File: config.mk
export PLATFORM = sky130hd
export DESIGN_NAME = edo_dram_ctrl
export DESIGN_NICKNAME = d
export VERILOG_FILES = /design/src/rtl/edo_ctrl_pkg.sv /design/src/rtl/edo_addr_mux.sv /design/src/rtl/edo_lane_strobes.sv /design/src/rtl/edo_seq.sv /design/src/rtl/edo_dram_ctrl.sv
export SDC_FILE = /design/constraint.sdc
export NUM_CORES = 1
export LEC_CHECK = 0
export ABC_CLOCK_PERIOD_IN_PS = 4200
export CORE_MARGIN = 2
export CORE_UTILIZATION = 46
export DETAILED_ROUTE_END_ITERATION = 10
export PLACE_DENSITY_LB_ADDON = 0.25
export SLEW_MARGIN = 20
export SYNTH_ARGS = -nofsm -noshare
export SYNTH_HDL_FRONTEND = slang
export SYNTH_SLANG_ARGS = --single-unit
File: constraint.sdc
create_clock -name clk -period 4.2 [get_ports clk]
set_input_delay 1.26 -clock clk [delete_from_list [all_inputs] [get_ports clk]]
set_output_delay 1.26 -clock clk [all_outputs]
set_load 0.02 [all_outputs]
File: src/rtl/edo_ctrl_pkg.sv
package edo_ctrl_pkg;

   typedef enum logic [1:0] {
      ST_IDLE   = 2'd0,
      ST_SETUP  = 2'd1,
      ST_ACTIVE = 2'd2,
      ST_PRECH  = 2'd3
   } edo_state_e;

   function automatic int imax(input int a, input int b);
      return (a > b) ? a : b;
   endfunction

endpackage

File: src/rtl/edo_addr_mux.sv
// Selects row or zero-extended column onto the shared address pins.
module edo_addr_mux #(
   parameter int ROW_W = 11,
   parameter int COL_W = 10
) (
   input  logic [ROW_W-1:0] row_i,
   input  logic [COL_W-1:0] col_i,
   input  logic             col_sel_i,
   output logic [ROW_W-1:0] bus_o
);
   logic [ROW_W-1:0] col_wide;

   generate
      if (COL_W < ROW_W) begin : g_pad
         assign col_wide = {{(ROW_W-COL_W){1'b0}}, col_i};
      end else begin : g_same
         assign col_wide = col_i[ROW_W-1:0];
      end
   endgenerate

   assign bus_o = col_sel_i ? col_wide : row_i;
endmodule

File: src/rtl/edo_lane_strobes.sv
// One registered column strobe per byte lane.
module edo_lane_strobes #(
   parameter int LANES = 4
) (
   input  logic             clk,
   input  logic             rst_n,
   input  logic             fire_i,
   input  logic             release_i,
   input  logic             wr_i,
   input  logic [LANES-1:0] be_i,
   output logic [LANES-1:0] cas_n_o
);
   generate
      for (genvar i = 0; i < LANES; i++) begin : g_lane
         logic lane_q;
         always_ff @(posedge clk) begin
            if (!rst_n) begin
               lane_q <= 1'b1;
            end else if (fire_i) begin
               lane_q <= wr_i ? ~be_i[i] : 1'b0;
            end else if (release_i) begin
               lane_q <= 1'b1;
            end
         end
         assign cas_n_o[i] = lane_q;
      end
   endgenerate
endmodule

File: src/rtl/edo_seq.sv
// Strobe sequencer: all spans derived from cycle-count parameters.
module edo_seq
   import edo_ctrl_pkg::*;
#(
   parameter int T_RP  = 3,
   parameter int T_RAS = 5,
   parameter int T_RC  = 9,
   parameter int T_RCD = 2,
   parameter int T_RAH = 1,
   parameter int T_CAS = 2,
   parameter int T_RAC = 5,
   parameter int T_CAC = 2
) (
   input  logic clk,
   input  logic rst_n,
   input  logic req_valid_i,
   input  logic req_write_i,
   input  logic ref_grant_i,
   output logic accept_o,
   output logic ras_n_o,
   output logic we_n_o,
   output logic dq_oe_o,
   output logic col_sel_o,
   output logic cas_fire_o,
   output logic cas_release_o,
   output logic capture_o,
   output logic wr_o,
   output logic ack_o,
   output logic own_o
);
   localparam int SPAN_WR  = imax(T_RAS, T_RCD + T_CAS);
   localparam int SPAN_RD  = imax(SPAN_WR, imax(T_RAC + 1, T_RCD + T_CAC + 1));
   localparam int NEED_PRE = imax(T_RP, T_RC - SPAN_WR);
   localparam int PRE_CYC  = (NEED_PRE > 3) ? NEED_PRE - 2 : 1;
   localparam int MAXV     = imax(SPAN_RD, PRE_CYC);
   localparam int CNT_W    = $clog2(MAXV + 2);

   localparam logic [CNT_W-1:0] K_RAH  = CNT_W'(T_RAH);
   localparam logic [CNT_W-1:0] K_RCD  = CNT_W'(T_RCD);
   localparam logic [CNT_W-1:0] K_WR   = CNT_W'(SPAN_WR);
   localparam logic [CNT_W-1:0] K_RD   = CNT_W'(SPAN_RD);
   localparam logic [CNT_W-1:0] K_PRE  = CNT_W'(PRE_CYC);

   edo_state_e       state;
   logic [CNT_W-1:0] cnt;
   logic [CNT_W-1:0] k;
   logic [CNT_W-1:0] span;
   logic             wr_q;
   logic             at_end;

   assign k        = cnt + CNT_W'(1);
   assign span     = wr_q ? K_WR : K_RD;
   assign at_end   = (state == ST_ACTIVE) && (k == span);
   assign accept_o = (state == ST_IDLE) && req_valid_i && !ref_grant_i;
   assign own_o    = !((state == ST_IDLE) && ref_grant_i);

   assign cas_fire_o    = (state == ST_ACTIVE) && (k == K_RCD);
   assign cas_release_o = at_end;
   assign capture_o     = at_end && !wr_q;
   assign wr_o          = wr_q;

   always_ff @(posedge clk) begin
      if (!rst_n) begin
         state     <= ST_IDLE;
         cnt       <= '0;
         wr_q      <= 1'b0;
         ras_n_o   <= 1'b1;
         we_n_o    <= 1'b1;
         dq_oe_o   <= 1'b0;
         col_sel_o <= 1'b0;
         ack_o     <= 1'b0;
      end else begin
         ack_o <= 1'b0;
         unique case (state)
            ST_IDLE: begin
               if (accept_o) begin
                  wr_q      <= req_write_i;
                  col_sel_o <= 1'b0;
                  state     <= ST_SETUP;
               end
            end
            ST_SETUP: begin
               ras_n_o <= 1'b0;
               we_n_o  <= ~wr_q;
               dq_oe_o <= wr_q;
               cnt     <= '0;
               state   <= ST_ACTIVE;
            end
            ST_ACTIVE: begin
               if (k == K_RAH) col_sel_o <= 1'b1;
               if (at_end) begin
                  ras_n_o <= 1'b1;
                  ack_o   <= 1'b1;
                  cnt     <= '0;
                  state   <= ST_PRECH;
               end else begin
                  cnt <= k;
               end
            end
            ST_PRECH: begin
               if (cnt == '0) begin
                  we_n_o  <= 1'b1;
                  dq_oe_o <= 1'b0;
               end
               cnt <= k;
               if (k >= K_PRE) state <= ST_IDLE;
            end
            default: state <= ST_IDLE;
         endcase
      end
   end
endmodule

File: src/rtl/edo_dram_ctrl.sv
module edo_dram_ctrl #(
   parameter int ROW_W  = 11,
   parameter int COL_W  = 10,
   parameter int LANES  = 4,
   parameter int LANE_W = 8,
   parameter int T_RP   = 3,
   parameter int T_RAS  = 5,
   parameter int T_RC   = 9,
   parameter int T_RCD  = 2,
   parameter int T_RAH  = 1,
   parameter int T_CAS  = 2,
   parameter int T_RAC  = 5,
   parameter int T_CAC  = 2,
   localparam int ADDR_W = ROW_W + COL_W,
   localparam int DATA_W = LANES * LANE_W
) (
   input  logic              clk,
   input  logic              rst_n,
   input  logic              req_valid,
   input  logic              req_write,
   input  logic [ADDR_W-1:0] req_addr,
   input  logic [DATA_W-1:0] req_wdata,
   input  logic [LANES-1:0]  req_be,
   output logic              req_ack,
   output logic [DATA_W-1:0] rsp_rdata,
   input  logic              ref_grant,
   output logic              dram_own,
   output logic              dram_ras_n,
   output logic [LANES-1:0]  dram_cas_n,
   output logic              dram_we_n,
   output logic [ROW_W-1:0]  dram_addr,
   output logic [DATA_W-1:0] dram_dq_o,
   output logic              dram_dq_oe,
   input  logic [DATA_W-1:0] dram_dq_i
);
   generate
      if (COL_W >= ROW_W) begin : g_bad_col
         $error("COL_W must be narrower than ROW_W");
      end
      if (T_RAH < 1 || T_RAH >= T_RCD) begin : g_bad_rah
         $error("T_RAH must be at least 1 and below T_RCD");
      end
      if (T_RP < 1 || T_CAS < 1 || T_RAS < 1) begin : g_bad_min
         $error("strobe counts must be positive");
      end
   endgenerate

   logic [ROW_W-1:0]  row_q;
   logic [COL_W-1:0]  col_q;
   logic [DATA_W-1:0] wdata_q;
   logic [LANES-1:0]  be_q;
   logic [DATA_W-1:0] rdata_q;
   logic accept, col_sel, cas_fire, cas_release, capture, wr;

   edo_seq #(
      .T_RP(T_RP), .T_RAS(T_RAS), .T_RC(T_RC), .T_RCD(T_RCD),
      .T_RAH(T_RAH), .T_CAS(T_CAS), .T_RAC(T_RAC), .T_CAC(T_CAC)
   ) seq_i (
      .clk(clk), .rst_n(rst_n),
      .req_valid_i(req_valid), .req_write_i(req_write), .ref_grant_i(ref_grant),
      .accept_o(accept), .ras_n_o(dram_ras_n), .we_n_o(dram_we_n),
      .dq_oe_o(dram_dq_oe), .col_sel_o(col_sel), .cas_fire_o(cas_fire),
      .cas_release_o(cas_release), .capture_o(capture), .wr_o(wr),
      .ack_o(req_ack), .own_o(dram_own)
   );

   edo_lane_strobes #(.LANES(LANES)) lanes_i (
      .clk(clk), .rst_n(rst_n), .fire_i(cas_fire), .release_i(cas_release),
      .wr_i(wr), .be_i(be_q), .cas_n_o(dram_cas_n)
   );

   edo_addr_mux #(.ROW_W(ROW_W), .COL_W(COL_W)) mux_i (
      .row_i(row_q), .col_i(col_q), .col_sel_i(col_sel), .bus_o(dram_addr)
   );

   always_ff @(posedge clk) begin
      if (!rst_n) begin
         row_q   <= '0;
         col_q   <= '0;
         wdata_q <= '0;
         be_q    <= '0;
         rdata_q <= '0;
      end else begin
         if (accept) begin
            row_q   <= req_addr[ADDR_W-1:COL_W];
            col_q   <= req_addr[COL_W-1:0];
            wdata_q <= req_wdata;
            be_q    <= req_be;
         end
         if (capture) rdata_q <= dram_dq_i;
      end
   end

   assign dram_dq_o = wdata_q;
   assign rsp_rdata = rdata_q;
endmodule

==> results_dict.tcl <==
set metrics [dict create \
    ctsHoldBuffers 0 \
    routabilityCongestion 0.897 \
    maxCapViolCount 0 \
    io_pins 178 \
    netlist_area_um2 4250 \
    hp-start "seq_i.dq_oe_o" \
    r2r-end "rsp_rdata[26]" \
    cp.required_ps 2940 \
    skew_ps 18.1 \
    cts.sinks 104 \
    synth_area_per_cell_um2 8.57 \
    crit_path_max_incr_delay_ps 600 \
    cp-start-kind "input pin" \
    r2r_setup_slack_ps 1980 \
    crit_buf_inv 2 \
    cts_buffers 9 \
    synth_xor_area_share_pct 0.794 \
    drtIter0Drc 83 \
    core_um2 9110 \
    dp.cells 751 \
    crit_fanout 2 \
    fmax_mhz 279 \
    final_cells 767 \
    cts_htree_levels 3 \
    critPathSlowestCell "clkdlybuf4s50_1" \
    wirelength_um 10700 \
    synth_warnings 0 \
    leakagePower_nw 2.24 \
    synth_flop_cell "dfxtp_1" \
    seq_area_um2 2080 \
    grt_pass1_wl_um 17100 \
    vdd_ir_drop_max_uv 194 \
    post-route-period-util_pct 85.5 \
    grt_start_max_net_pins 41 \
    vias 3840 \
    synth_top_family_by_area "compound AO/OA/AOI/OAI gates" \
    fillers 752 \
    netSwitchingFraction_pct 31.8 \
    antenna_found_initial 0 \
    dr.pass1.iters 4 \
    synth_top_area_share_pct 49.0 \
    power_mw 2.39 \
    cts.path.max_buffers 2 \
    synth_adder_area_share_pct 2.65 \
    seq_power_share_pct 47.2 \
    fp.dieArea_um2 10000 \
    max_slew.worst_pin.slew_ps 667 \
    grt.total_usage_pct 21.0 \
    cpLargestDelayFamily "buffers and inverters" \
    grt_pass1_vias 3684 \
    yosys.area_share.simple_pct 19.2 \
    yosysUniqueCellTypes 36 \
    grt_setup_unrepaired "false" \
    status "finished clean" \
    synth_nets 599 \
    min_path_type "reg -> reg" \
    worstPathArrival_ps 2330 \
    place_ws_ps 612 \
    hold_path_end "seq_i.dq_oe_o" \
    endpoint_kind "primary output" \
    syn_inst 496 \
    portBuffers 177 \
    cts_tree "built" \
    timing.hold.ws_ps 450 \
    wl_per_cell_um 13.9 \
    dp_hpwl_um 7710 \
    post_cts_buffers 0 \
    hold_viol_final 0 \
    async_reset_ff_share_pct 0 \
    maxSlewViolCount 0 \
    fin_nets 754 \
    r2r-start "seq_i.cnt[0]" \
    ys_seq_elements 104 \
    viasPerCell 5.01 \
    initial_core_util_pct 46.7 \
    core.rowCount 35 \
    path_clk_slew_ps 110 \
    min_period_ps 3590 \
    cp_common_cell "clkdlybuf4s50_1" \
    yosysTopAreaCell "dfxtp_1" \
    power_density_nw_per_um2 385 \
    p_int_mw 1.63 \
    diodes 0 \
    slew_headroom_pct 55.5 \
    hold_path_depth 2 \
    setup_viol 0 \
    cts-root-buf "clkbuf_8" \
    drtAntennaViolNets 0 \
    p_clk_share_pct 24.4 \
    clk_latency_ps 360 \
    die_h_um 100 \
    postCtsResizedCells 0 \
    synth_area_leaders "dfxtp_1, nand2_1, a21boi_0" \
    multiInputGateArea_um2 1960 \
    comb_power_share_pct 28.3 \
    drc 0 \
    layout_setup_ws_ps 610 \
    crit_chain "clkdlybuf4s50_1, nand2_1, clkdlybuf4s50_1" \
    layout-drive-gt1-share_pct 5.64 \
    setup.worst_path.class "in -> out" \
    synth_edf_count 0 \
    setup-tns-final_ps 0 \
    power_switching_mw 0.761 \
    die_x_um 100 \
    reg2reg_depth 6 \
    synthMuxAreaShare_pct 2.88 \
    synth_compound_area_share_pct 20.2 \
    grt-ovfl-total 0 \
    syn_to_final_growth_pct 46.2 \
    yosysSeqAreaShare_pct 49.0 \
]
registers in the layout (all words and copies together) (netlist names):
signal                 count
be_q                       4
col_q                     10
dram_dq_o                 32
lanes_i.g_lane.lane_q      4
row_q                     11
rsp_rdata                 32
seq_i.ack_o                1
seq_i.cnt                  3
seq_i.col_sel_o            1
seq_i.dq_oe_o              1
seq_i.ras_n_o              1
seq_i.state                2
seq_i.we_n_o               1
seq_i.wr_o                 1
metal layers:
layer / GRT usage [%] / routed length (µm) / vias to the layer above
met5: 0 / 0 / -
met4: 5.37 / 114 / 0
met3: 8.01 / 987 / 11
met2: 36.3 / 5060 / 139
met1: 24.4 / 4490 / 1770
li1: - / - / 1920
cells in the final DEF (no fill, tap or decap), types with 2 or more instances in the layout:
master           instances
ha_1                     9
buf_4                    4
nor2_1                   2
a21oi_1                  4
nand2b_1                 2
o311ai_0                 5
a21o_1                   2
nand2_1                185
mux2_2                  10
dfxtp_1                104
o31ai_1                  2
clkbuf_8                 9
nand3b_1                 3
xnor2_1                  2
a21boi_0                61
clkdlybuf4s50_1        176
nor2b_1                  2
nor3b_1                  2
inv_1                    9
o21ai_0                  7
nand3_1                  2
clkinv_4                 3
a21boi_1                30
inv_6                    2
power by group through the flow:
stage	registers (mW)	clock network, mW	logic (mW)
6_report	1.13	0.585	0.678
4_1_cts	1.13	0.604	0.685
3_5_place_dp	1.16	0	0.679
5_1_grt	1.15	0.648	0.740
3_3_place_gp	1.15	0	0.666
2_1_floorplan	1.20	0	0.331
cells in the mapped netlist, types with 2 or more instances:
| cell | number |
|---|---|
| a21oi_1 | 4 |
| o311ai_0 | 5 |
| mux2_2 | 10 |
| nand2b_1 | 2 |
| nor2b_1 | 2 |
| a21o_1 | 2 |
| nand3b_1 | 3 |
| o31ai_1 | 2 |
| buf_4 | 5 |
| ha_1 | 9 |
| buf_6 | 3 |
| o21ai_0 | 7 |
| buf_2 | 6 |
| clkbuf_1 | 23 |
| a21boi_0 | 61 |
| dfxtp_1 | 104 |
| nand2_1 | 185 |
| xnor2_1 | 2 |
| nand3_1 | 3 |
| a21boi_1 | 30 |
| and3_1 | 2 |
| inv_1 | 9 |
| nor2_1 | 3 |
| nor3b_1 | 2 |
stage by stage:
stage | instance area [µm²] | util, %
after floorplan | 4250 | -
after global routing | 6220 | 68.3
after detailed placement | 6020 | 66.1
final | 6220 | 68.3
after CTS | 6210 | 68.2
after global placement | 6020 | 66.1
tightest hold or removal path: stages, from the launching register on:
cell and delay, ps:
dfxtp_1 320, inv_1 40, a21oi_1 50
cell families after synthesis:
| group | count (synthesis) |
|---|---|
| multiplexers | 11 |
| AO/OA/AOI/OAI | 117 |
| XOR/XNOR | 3 |
| AND/OR/NAND/NOR | 205 |
| flip-flops | 104 |
| adder cells (fa/ha/maj) | 9 |
| buffers and inverters | 47 |
cell type report:
cell class,instances,area share (%)
Tap cell,111,2.23
Sequential cell,104,33.5
Timing Repair Buffer,182,29.2
Multi-Input combinational cell,345,31.5
Clock buffer,9,1.99
Inverter,9,0.543
Clock inverter,7,1.05
how the worst max path moves through the flow:
stage	depth (start not counted)	to	slack (ps)	start
finish	3	dram_own	610	ref_grant
global route	3	dram_own	550	ref_grant
CTS	3	dram_own	610	ref_grant
detailed placement	3	dram_own	610	ref_grant
global placement	3	dram_own	600	ref_grant
floorplan	1	dram_own	1530	ref_grant
(Power assumes the default switching activity.)
